### src/rtl/mapper_pkg.sv
package mapper_pkg;
  typedef enum logic [1:0] {
    SEL_CTRL  = 2'b00,
    SEL_CHR_A = 2'b01,
    SEL_CHR_B = 2'b10,
    SEL_PRG   = 2'b11
  } reg_sel_e;

  typedef struct packed {
    logic       chr_mode;
    logic [1:0] prg_mode;
    logic [1:0] mirror;
  } ctrl_t;

  localparam int unsigned SHIFT_W = 5;
  localparam ctrl_t CTRL_RESET = '{chr_mode: 1'b0, prg_mode: 2'd3, mirror: 2'd0};
endpackage

### src/rtl/serial_loader.sv
module serial_loader
  import mapper_pkg::*;
(
  input  logic               clk_i,
  input  logic               rst_ni,
  input  logic               wr_i,
  input  logic [7:0]         data_i,
  input  logic [1:0]         sel_i,
  output logic               clr_o,
  output logic               commit_o,
  output logic [SHIFT_W-1:0] value_o,
  output reg_sel_e           sel_o
);
  localparam int unsigned CNT_W = $clog2(SHIFT_W + 1);
  localparam logic [CNT_W-1:0] LAST_CNT = CNT_W'(SHIFT_W - 1);

  logic [SHIFT_W-1:0] shift_q;
  logic [CNT_W-1:0]   cnt_q;

  assign clr_o    = wr_i & data_i[7];
  assign commit_o = wr_i & ~data_i[7] & (cnt_q == LAST_CNT);
  assign value_o  = {data_i[0], shift_q[SHIFT_W-1:1]};
  assign sel_o    = reg_sel_e'(sel_i);

  always_ff @(posedge clk_i or negedge rst_ni) begin
    if (!rst_ni) begin
      shift_q <= '0;
      cnt_q   <= '0;
    end else if (clr_o || commit_o) begin
      shift_q <= '0;
      cnt_q   <= '0;
    end else if (wr_i) begin
      shift_q <= {data_i[0], shift_q[SHIFT_W-1:1]};
      cnt_q   <= cnt_q + 1'b1;
    end
  end

  p_clear_r2: assert property (@(posedge clk_i) disable iff (!rst_ni)
    clr_o |=> (cnt_q == '0) && (shift_q == '0));
  p_restart_r11: assert property (@(posedge clk_i) disable iff (!rst_ni)
    commit_o |=> (cnt_q == '0));
  p_cnt_bound_r3: assert property (@(posedge clk_i) disable iff (!rst_ni)
    cnt_q <= LAST_CNT);
endmodule

### src/rtl/mapper_regs.sv
module mapper_regs
  import mapper_pkg::*;
#(
  parameter int unsigned BANK_W = 3
) (
  input  logic               clk_i,
  input  logic               rst_ni,
  input  logic               clr_i,
  input  logic               commit_i,
  input  reg_sel_e           sel_i,
  input  logic [SHIFT_W-1:0] value_i,
  output ctrl_t              ctrl_o,
  output logic [BANK_W-1:0]  bank_o
);
  ctrl_t             ctrl_q;
  logic [BANK_W-1:0] bank_q;

  always_ff @(posedge clk_i or negedge rst_ni) begin
    if (!rst_ni) begin
      ctrl_q <= CTRL_RESET;
      bank_q <= '0;
    end else if (clr_i) begin
      ctrl_q.prg_mode <= 2'd3;
    end else if (commit_i) begin
      case (sel_i)
        SEL_CTRL: ctrl_q <= ctrl_t'(value_i);
        SEL_PRG:  bank_q <= value_i[BANK_W-1:0];
        default:  ;
      endcase
    end
  end

  assign ctrl_o = ctrl_q;
  assign bank_o = bank_q;

  p_mode_force_r2: assert property (@(posedge clk_i) disable iff (!rst_ni)
    clr_i |=> (ctrl_q.prg_mode == 2'd3) && $stable(ctrl_q.mirror) && $stable(ctrl_q.chr_mode));
  p_chr_sel_hold_r5: assert property (@(posedge clk_i) disable iff (!rst_ni)
    (commit_i && (sel_i == SEL_CHR_A || sel_i == SEL_CHR_B)) |=> $stable(ctrl_q) && $stable(bank_q));
  p_ctrl_load_r3: assert property (@(posedge clk_i) disable iff (!rst_ni)
    (commit_i && sel_i == SEL_CTRL) |=> (ctrl_q == ctrl_t'($past(value_i))));
endmodule

### src/rtl/prg_map.sv
module prg_map
  import mapper_pkg::*;
#(
  parameter int unsigned NUM_BANKS = 8,
  parameter int unsigned BANK_W    = 3
) (
  input  logic              clk_i,
  input  logic              rst_ni,
  input  logic [14:0]       addr_i,
  input  ctrl_t             ctrl_i,
  input  logic [BANK_W-1:0] bank_i,
  output logic [BANK_W+13:0] prg_addr_o
);
  localparam logic [BANK_W-1:0] LAST_BANK = BANK_W'(NUM_BANKS - 1);

  logic [BANK_W-1:0] bank32;
  logic [BANK_W-1:0] sel_bank;

  generate
    if (BANK_W > 1) begin : g_wide
      assign bank32 = {bank_i[BANK_W-1:1], addr_i[14]};
    end else begin : g_narrow
      assign bank32 = addr_i[14];
    end
  endgenerate

  always_comb begin
    case (ctrl_i.prg_mode)
      2'd2:    sel_bank = addr_i[14] ? bank_i : '0;
      2'd3:    sel_bank = addr_i[14] ? LAST_BANK : bank_i;
      default: sel_bank = bank32;
    endcase
  end

  assign prg_addr_o = {sel_bank, addr_i[13:0]};

  p_fixed_last_r8: assert property (@(posedge clk_i) disable iff (!rst_ni)
    (ctrl_i.prg_mode == 2'd3 && addr_i[14]) |-> (prg_addr_o[BANK_W+13:14] == LAST_BANK));
  p_fixed_first_r9: assert property (@(posedge clk_i) disable iff (!rst_ni)
    (ctrl_i.prg_mode == 2'd2 && !addr_i[14]) |-> (prg_addr_o[BANK_W+13:14] == '0));
  p_offset_pass_r10: assert property (@(posedge clk_i) disable iff (!rst_ni)
    prg_addr_o[13:0] == addr_i[13:0]);
endmodule

### src/rtl/serial_bank_mapper.sv
module serial_bank_mapper
  import mapper_pkg::*;
#(
  parameter int unsigned NUM_BANKS = 8,
  parameter int unsigned BANK_W    = $clog2(NUM_BANKS),
  parameter int unsigned PRG_AW    = BANK_W + 14
) (
  input  logic              clk_i,
  input  logic              rst_ni,
  input  logic              cpu_wr_i,
  input  logic [15:0]       cpu_addr_i,
  input  logic [7:0]        cpu_data_i,
  output logic [PRG_AW-1:0] prg_addr_o,
  output logic [1:0]        mirror_o,
  output logic              chr_mode_o
);
  logic               wr_hi;
  logic               clr;
  logic               commit;
  logic [SHIFT_W-1:0] value;
  reg_sel_e           sel;
  ctrl_t              ctrl;
  logic [BANK_W-1:0]  bank;

  assign wr_hi = cpu_wr_i & cpu_addr_i[15];

  serial_loader u_loader (
    .clk_i    (clk_i),
    .rst_ni   (rst_ni),
    .wr_i     (wr_hi),
    .data_i   (cpu_data_i),
    .sel_i    (cpu_addr_i[14:13]),
    .clr_o    (clr),
    .commit_o (commit),
    .value_o  (value),
    .sel_o    (sel)
  );

  mapper_regs #(.BANK_W(BANK_W)) u_regs (
    .clk_i    (clk_i),
    .rst_ni   (rst_ni),
    .clr_i    (clr),
    .commit_i (commit),
    .sel_i    (sel),
    .value_i  (value),
    .ctrl_o   (ctrl),
    .bank_o   (bank)
  );

  prg_map #(.NUM_BANKS(NUM_BANKS), .BANK_W(BANK_W)) u_map (
    .clk_i      (clk_i),
    .rst_ni     (rst_ni),
    .addr_i     (cpu_addr_i[14:0]),
    .ctrl_i     (ctrl),
    .bank_i     (bank),
    .prg_addr_o (prg_addr_o)
  );

  assign mirror_o   = ctrl.mirror;
  assign chr_mode_o = ctrl.chr_mode;

  p_low_ignore_r6: assert property (@(posedge clk_i) disable iff (!rst_ni)
    (cpu_wr_i && !cpu_addr_i[15]) |=> $stable(mirror_o) && $stable(chr_mode_o));
endmodule

### config.mk
export PLATFORM = sky130hd
export DESIGN_NAME = serial_bank_mapper
export DESIGN_NICKNAME = d
export VERILOG_FILES = /design/src/rtl/mapper_pkg.sv /design/src/rtl/serial_loader.sv /design/src/rtl/mapper_regs.sv /design/src/rtl/prg_map.sv /design/src/rtl/serial_bank_mapper.sv
export SDC_FILE = /design/constraint.sdc
export NUM_CORES = 1
export LEC_CHECK = 0
export BUFFER_PORTS_ARGS = -buffer_cell sky130_fd_sc_hd__buf_2
export CORE_ASPECT_RATIO = 0.8
export CORE_MARGIN = 2
export CORE_UTILIZATION = 47
export DETAILED_ROUTE_END_ITERATION = 6
export PLACE_DENSITY = 0.83
export SKIP_CTS_REPAIR_TIMING = 1
export SLEW_MARGIN = 20
export SYNTH_ARGS = -nofsm -noshare
export SYNTH_HDL_FRONTEND = slang
export SYNTH_SLANG_ARGS = --single-unit
### constraint.sdc
create_clock -name clk_i -period 4.25 [get_ports clk_i]
set_clock_uncertainty 0.15 [all_clocks]
set_input_delay 0.85 -clock clk_i [delete_from_list [all_inputs] [get_ports clk_i]]
set_output_delay 0.85 -clock clk_i [all_outputs]
set_load 0.05 [all_outputs]
==> results of run 1 <==
-- power by group --
part | leakage, nW | switching [mW] | total, mW | internal, mW
logic | 0.199 | 0.0527 | 0.0841 | 0.0314
clock network | 0.0150 | 0.0466 | 0.0832 | 0.0366
registers | 0.199 | 0.0213 | 0.184 | 0.163
-- final timing paths --
| check | startpoint | end | slack [ns] | cells past startpoint |
|---|---|---|---|---|
| worst max-delay path | cpu_addr_i[14] | prg_addr_o[16] | 1.66 | 5 |
| worst min-delay path | rst_ni | u_loader.cnt_q[0] | 0.29 | 1 |
| worst max register to register | u_loader.cnt_q[0] | u_regs.ctrl_o[1] | 2.47 | 5 |
| worst min register to register | u_regs.ctrl_o[0] | u_regs.ctrl_o[0] | 0.36 | 1 |
| max in group asynchronous | rst_ni | u_regs.ctrl_o[2] | 3.37 | 1 |
| min in group clk_i | u_regs.ctrl_o[0] | u_regs.ctrl_o[0] | 0.36 | 1 |
-- sequential cells by signal, summed over array words and instances, names as in the netlist --
name / count
u_regs.ctrl_o: 5
u_regs.bank_o: 3
u_loader.shift_q: 4
u_loader.cnt_q: 3
-- worst register-to-register path, stage by stage, from the launching register on --
cell and delay [ns]:
dfrtp_1 0.39, inv_1 0.08, ha_1 0.27, nand4bb_2 0.20, nor3_4 0.22, mux2_2 0.36
-- layout by cell type, fill, tap and decap left out --
cell / instances
nor3_4: 2
a22o_1: 5
buf_2: 14
a211oi_2: 1
ha_1: 2
nand4bb_2: 1
and4b_1: 1
clkbuf_1: 1
nor3_1: 4
nand2_1: 1
nor2_1: 4
and4bb_2: 1
a21oi_1: 9
o21ai_0: 1
inv_1: 2
mux2_2: 7
nand4_1: 1
dfstp_2: 2
clkbuf_4: 3
nand2_2: 1
nor4_1: 2
nand2b_1: 2
dfrtp_1: 13
-- metrics by stage --
step           utilization [%]  power, mW
6_report                 51.26     0.3513
3_3_place_gp             49.70     0.2633
5_1_grt                  51.26     0.3717
3_5_place_dp             49.70     0.2702
2_1_floorplan                -     0.2794
4_1_cts                  51.26     0.3525
-- cell usage after synthesis (2+ instances only) --
cell type,count
nor4_1,2
dfrtp_1,13
mux2_2,7
nor3_4,2
ha_1,2
nand2b_1,2
nor2_1,4
dfstp_2,2
nor3_1,4
inv_1,2
a22o_1,5
a21oi_1,9
buf_4,16
-- cell families after synthesis --
logic type	Yosys count
buffers and inverters	20
adders and majority gates	2
and+or+nand+nor	20
DFF	15
muxes	7
AOI/OAI and AO/OA	16
-- area by class of cell --
class                   instances  share of cell area, %
clock buffers                   4                  3.030
inverters                       2                 0.8658
multi-input cells              45                  41.27
flip-flops and latches         15                  43.58
well taps                      22                  3.175
repair buffers                 14                  8.081
-- layer usage --
metal	part of all wire, %	wire [um]
met1	43	705
met5	0	0
met4	1.0	17
met2	46	747
met3	9.3	151
==> metrics.md, run 1 <==
| Metric | Value |
|---|---|
| Outcome | finished, final reports clean |
| Global-route usage over all layers | 16.88% |
| Design Area, Final | 867.1 um2 |
| CTS Buf Count | 3 |
| Clk sinks | 15 |
| Largest family of logic cells by synthesized area | simple AND/OR/NAND/NOR gates |
| Slack of the critical path | 1.657 ns |
| Leak Pwr | 0.4123 nW |
| Initial DRT Pass Iterations | 4 |
| Area of the multi-input gates | 357.8 um2 |
| Crit path DAT | 1.59 ns |
| Synth async-reset ratio | 100.0% |
| Final Max Tran Viols | 0 |
| Layout overhead on the synthesized area | -1.422% |
| Synth Register Bits | 15 |
| Sequential-to-total area share from yosys stat | 42.96% |
| Clock Root Buffer | clkbuf_4 |
| Crit share post-route | 61.01% |
| Routed Antenna Nets | 0 |
| Starting Density | 52.00% |
| Clk_lat worst skew | 0.29 ns |
| Dpl hpwl | 1205 um |
| Post-place setup slack | 1.671 ns |
| TritonCTS clock tree | yes |
| Post-Route WL | 1621 um |
| Clk slew on worst S/H paths | 0.09 ns |
| Final setup vio count | 0 |
| # fillers | 167 |
| Synthesis Warnings | 0 |
| Simple logic cell fraction of the synthesized area | 16.79% |
| Wire per inst | 15.89 um |
| Antenna diodes | 0 |
| Core Footprint | 1692 um2 |
| RSZ-0062 raised after global routing | no |
| Mean Syn Cell Area | 10.99 um2 |
| Fmax achieved | 385.7 MHz |
| Height of the die | 42.70 um |
| Critical path required time | 3.25 ns |
| Dpl cells | 98 |
| DR vias | 590 |
| PwrDens | 405.2 nW/um2 |
| Crit path top cell by count | buf_2 |
| Initial antenna violation count | 0 |
| Hold Slack | 0.2858 ns |
| Number of port buffers | 14 |
| Die footprint | 2236 um2 |
| Number of global-route vias before repair | 597 |
| Max incr delay on CP | 0.27 ns |
| Final TNS setup | 0 ns |
| Proportion of layout cells with a drive suffix above 1 | 40.00% |
| GR Layer Usage met1 | 22.25% |
| Synth Cell Area | 879.6 um2 |
| Synth area leaders | dfrtp_1, buf_4, mux2_2 |
| Worst path slowest cell | buf_2 |
| Die W | 52.37 um |
| Met2 Use GR | 25.50% |
| FF/Latch Area | 377.9 um2 |
| Post-Synth XOR/XNOR Area | 0% |
| GR Overflow Total | 0 |
| Nets@finish | 110 |
| Adder-Cell Fraction of Synth Area | 2.845% |
| Delay-heaviest family, CP | buffers and inverters |
| Compound-Gate Fraction of Synth Area | 12.09% |
| Routability congestion estimate | 0.7722 |
| Final non-filler cell total | 102 |
| Worst-margin pin slew | 0.4130 ns |
| Worst-path cell chain | buf_2 -> nand2b_1 -> a21oi_1 -> nor2_1 -> buf_2 |
| Post-synth EDFFs | 0 |
| Most used DFF post-synth | dfrtp_1 |
| Yosys top cell by area | dfrtp_1 |
| Max-Cap Viols | 0 |
| Final hold violations | 0 |
| Clock Tree Buf Depth | 2 |
| DRC viols | 0 |
| Area after DPL | 840.8 um2 |
| Vias per Instance | 5.784 |
| Rows | 13 |
| Post-synth cell types | 23 |
| Largest net degree at the start of global routing | 16 |
| Buffers & Inverters on Critical Path | 2 |
| First-pass GRT wire length | 2753 um |
| Peak VDD IR | 0.2434 mV |
| Post-Syn Instances | 80 |
| Setup Crit Path Kind | primary input to output port |
| Initial detailed-routing violation count | 9 |
| Crit end category | output port |
| CP Launch Type | primary input |
| Period minus WS final | 2.593 ns |
| H-tree depth | 1 |
| I/O pin cnt | 47 |
| GR Util met3 | 6.338% |
| Syn Nets | 109 |
| Synth top area share | 36.98% |
| Crit path max fanout | 8 |
| Gr busiest metal | met2 |
| Rel. slew slack | 72.41% |
| Multiplexer area fraction after synthesis | 8.962% |
| Worst min-delay path category | primary input to async pin |
Note: power is estimated with default switching activity, not from simulation.
==> inputs of run 2 (changes only) <==
CORE_UTILIZATION = 43   (was 47)
PLACE_DENSITY = 0.77   (was 0.83)
clock period = 2.4 ns   (was 4.25 ns; I/O delays follow)
==> metrics.md, run 2 (synthesis gave the netlist of run 1 again) <==
| Metric | Value |
|---|---|
| Initial antenna violation count | 0 (unchanged) |
| Wire per inst | 13.52 um (-15%) |
| Die footprint | 2426 um2 (+8.5%) |
| Leak Pwr | 0.4192 nW (+1.7%) |
| Slack of the critical path | 0.3424 ns (-1.315 ns) |
| Core Footprint | 1909 um2 (+13%) |
| GR Overflow Total | 0 (unchanged) |
| CTS Buf Count | 3 (unchanged) |
| Clk_lat worst skew | 0.28 ns (about the same) |
| Setup Crit Path Kind | flop to output port |
| Rows | 14 (+1) |
| Design Area, Final | 880.8 um2 (+1.6%) |
| DRC viols | 0 (unchanged) |
| Routability congestion estimate | 0.7276 (-5.8%) |
| Crit share post-route | 85.73% |
| Critical path required time | 1.77 ns (-1.48 ns) |
| Buffers & Inverters on Critical Path | 1 (-1) |
| Area after DPL | 843.3 um2 (+0.30%) |
| Number of global-route vias before repair | 570 (-4.5%) |
| Final TNS setup | 0 ns (unchanged) |
| Initial DRT Pass Iterations | 5 (+1) |
| Final Util | 46.13% (-5.1 points) |
| Post-Route WL | 1420 um (-12%) |
| Nets@finish | 111 (+0.91%) |
| TritonCTS clock tree | yes |
| Delay-heaviest family, CP | flip-flops |
| Clock Root Buffer | clkbuf_4 |
| Worst-margin pin slew | 0.3938 ns (-0.01929 ns) |
| Largest net degree at the start of global routing | 16 (unchanged) |
| Final Max Tran Viols | 0 (unchanged) |
| I/O pin cnt | 47 (unchanged) |
| Post-place setup slack | 0.5477 ns (-1.123 ns) |
| Layout overhead on the synthesized area | 0.1422% |
| Final setup vio count | 0 (unchanged) |
| Crit path DAT | 1.43 ns (-0.16 ns) |
| Routed Antenna Nets | 0 (unchanged) |
| Rel. slew slack | 73.70% (+1.3 points) |
| Commonest non-fill, non-tap cells in the layout | buf_2, dfrtp_1, a21oi_1, mux2_2, a22o_1 |
| DR vias | 592 (+0.34%) |
| Worst path slowest cell | dfstp_2 |
| Worst-path cell chain | nand2b_1 -> a21oi_1 -> nor2_1 -> buf_2 |
| Vias per Instance | 5.638 (-2.5%) |
| Worst min-delay path category | primary input to flop |
| First-pass GRT wire length | 2463 um (-11%) |
| Antenna diodes | 0 (unchanged) |
| Initial detailed-routing violation count | 9 (unchanged) |
| Max-Cap Viols | 0 (unchanged) |
| Dpl hpwl | 1077 um (-11%) |
| Max incr delay on CP | 0.60 ns (+0.33 ns) |
| Height of the die | 44.46 um (+4.1%) |
| Hold Slack | 0.2874 ns (+0.001617 ns) |
| Top Metal Used | met4 |
| Clk slew on worst S/H paths | 0.09 ns (about the same) |
| Max reg flops | 5 (unchanged) |
| Outcome | finished, final reports clean |
| Period minus WS final | 2.058 ns |
| Metal-1 WL | 659 um (-6.5%) |
| Peak VDD IR | 0.3590 mV (+47%) |
| RSZ-0062 raised after global routing | no |
| Metal3 WL | 101 um (-33%) |
| Most common cell after layout, fill and taps aside | buf_2 |
| Fmax achieved | 486.0 MHz |
| Number of port buffers | 14 (unchanged) |
| PwrDens | 694.3 nW/um2 (+71%) |
| Met2 Wirelength | 658 um (-12%) |
| H-tree depth | 1 (unchanged) |
| Crit path max fanout | 7 (-1) |
| Clock Tree Buf Depth | 2 (unchanged) |
| Starting Density | 46.07% (-5.9 points) |
| Final hold violations | 0 (unchanged) |
| Clk sinks | 15 (unchanged) |
| Die W | 54.57 um (+4.2%) |
| Global-route usage over all layers | 14.09% (-2.8 points) |
| Crit end category | output port |
| Proportion of layout cells with a drive suffix above 1 | 40.74% (+0.74 points) |
| CP Launch Type | flop |
-- run 2: cell types whose count changed in the layout (fill, tap and decap cells not counted), sizes merged --
cell         delta
clkbuf          -1
clkinv          +1
dlygate4sd3     +1
-- run 2: layout make-up --
class | instances | area, um2
Sequential cell | 15 | 377.9
Tap cell | 24 | 30.03
Fill cell | 188 | 1028
Clock buffer | 3 | 22.52
Clock inverter | 1 | 5.005
Inverter | 2 | 7.507
Timing Repair Buffer | 15 | 80.08
Multi-Input combinational cell | 45 | 357.8
-- run 2: layer usage --
layer	vias up	GRT usage, %
li1	282	-
met1	285	17.81
met2	23	21.45
met3	2	5.068
met4	0	6.500
met5	-	0
-- run 2: worst paths after layout --
kind / depth (start not counted) / to / start / slack (ns)
max reg2reg: 5 / u_regs.ctrl_o[4] / u_loader.cnt_q[0] / 0.62
max in group asynchronous: 2 / u_regs.ctrl_o[2] / rst_ni / 1.34
max: 4 / prg_addr_o[15] / u_regs.ctrl_o[3] / 0.34
min: 2 / u_loader.shift_q[4] / cpu_data_i[0] / 0.29
min in group asynchronous: 2 / u_loader.shift_q[3] / rst_ni / 0.47
min reg2reg: 1 / u_regs.ctrl_o[4] / u_regs.ctrl_o[4] / 0.36
-- run 2: worst reg2reg max path, delay by kind of cell, from the launching register on --
kind / cells / cell delay (ns)
fa+ha+maj: 1 / 0.27
simple gates: 2 / 0.41
mux: 1 / 0.36
flops: 1 / 0.39
buf+inv: 1 / 0.09
-- run 2: through the flow --
stage	total power [mW]	cells
global route	0.6573	105
finish	0.6116	105
global placement	0.4677	100
CTS	0.6175	104
floorplan	0.4947	80
detailed placement	0.4771	100
-- run 2: power by group --
| group | internal, mW | switching, mW |
|---|---|---|
| clock | 0.0618 | 0.0763 |
| combinational | 0.0567 | 0.0908 |
| sequential | 0.288 | 0.0379 |
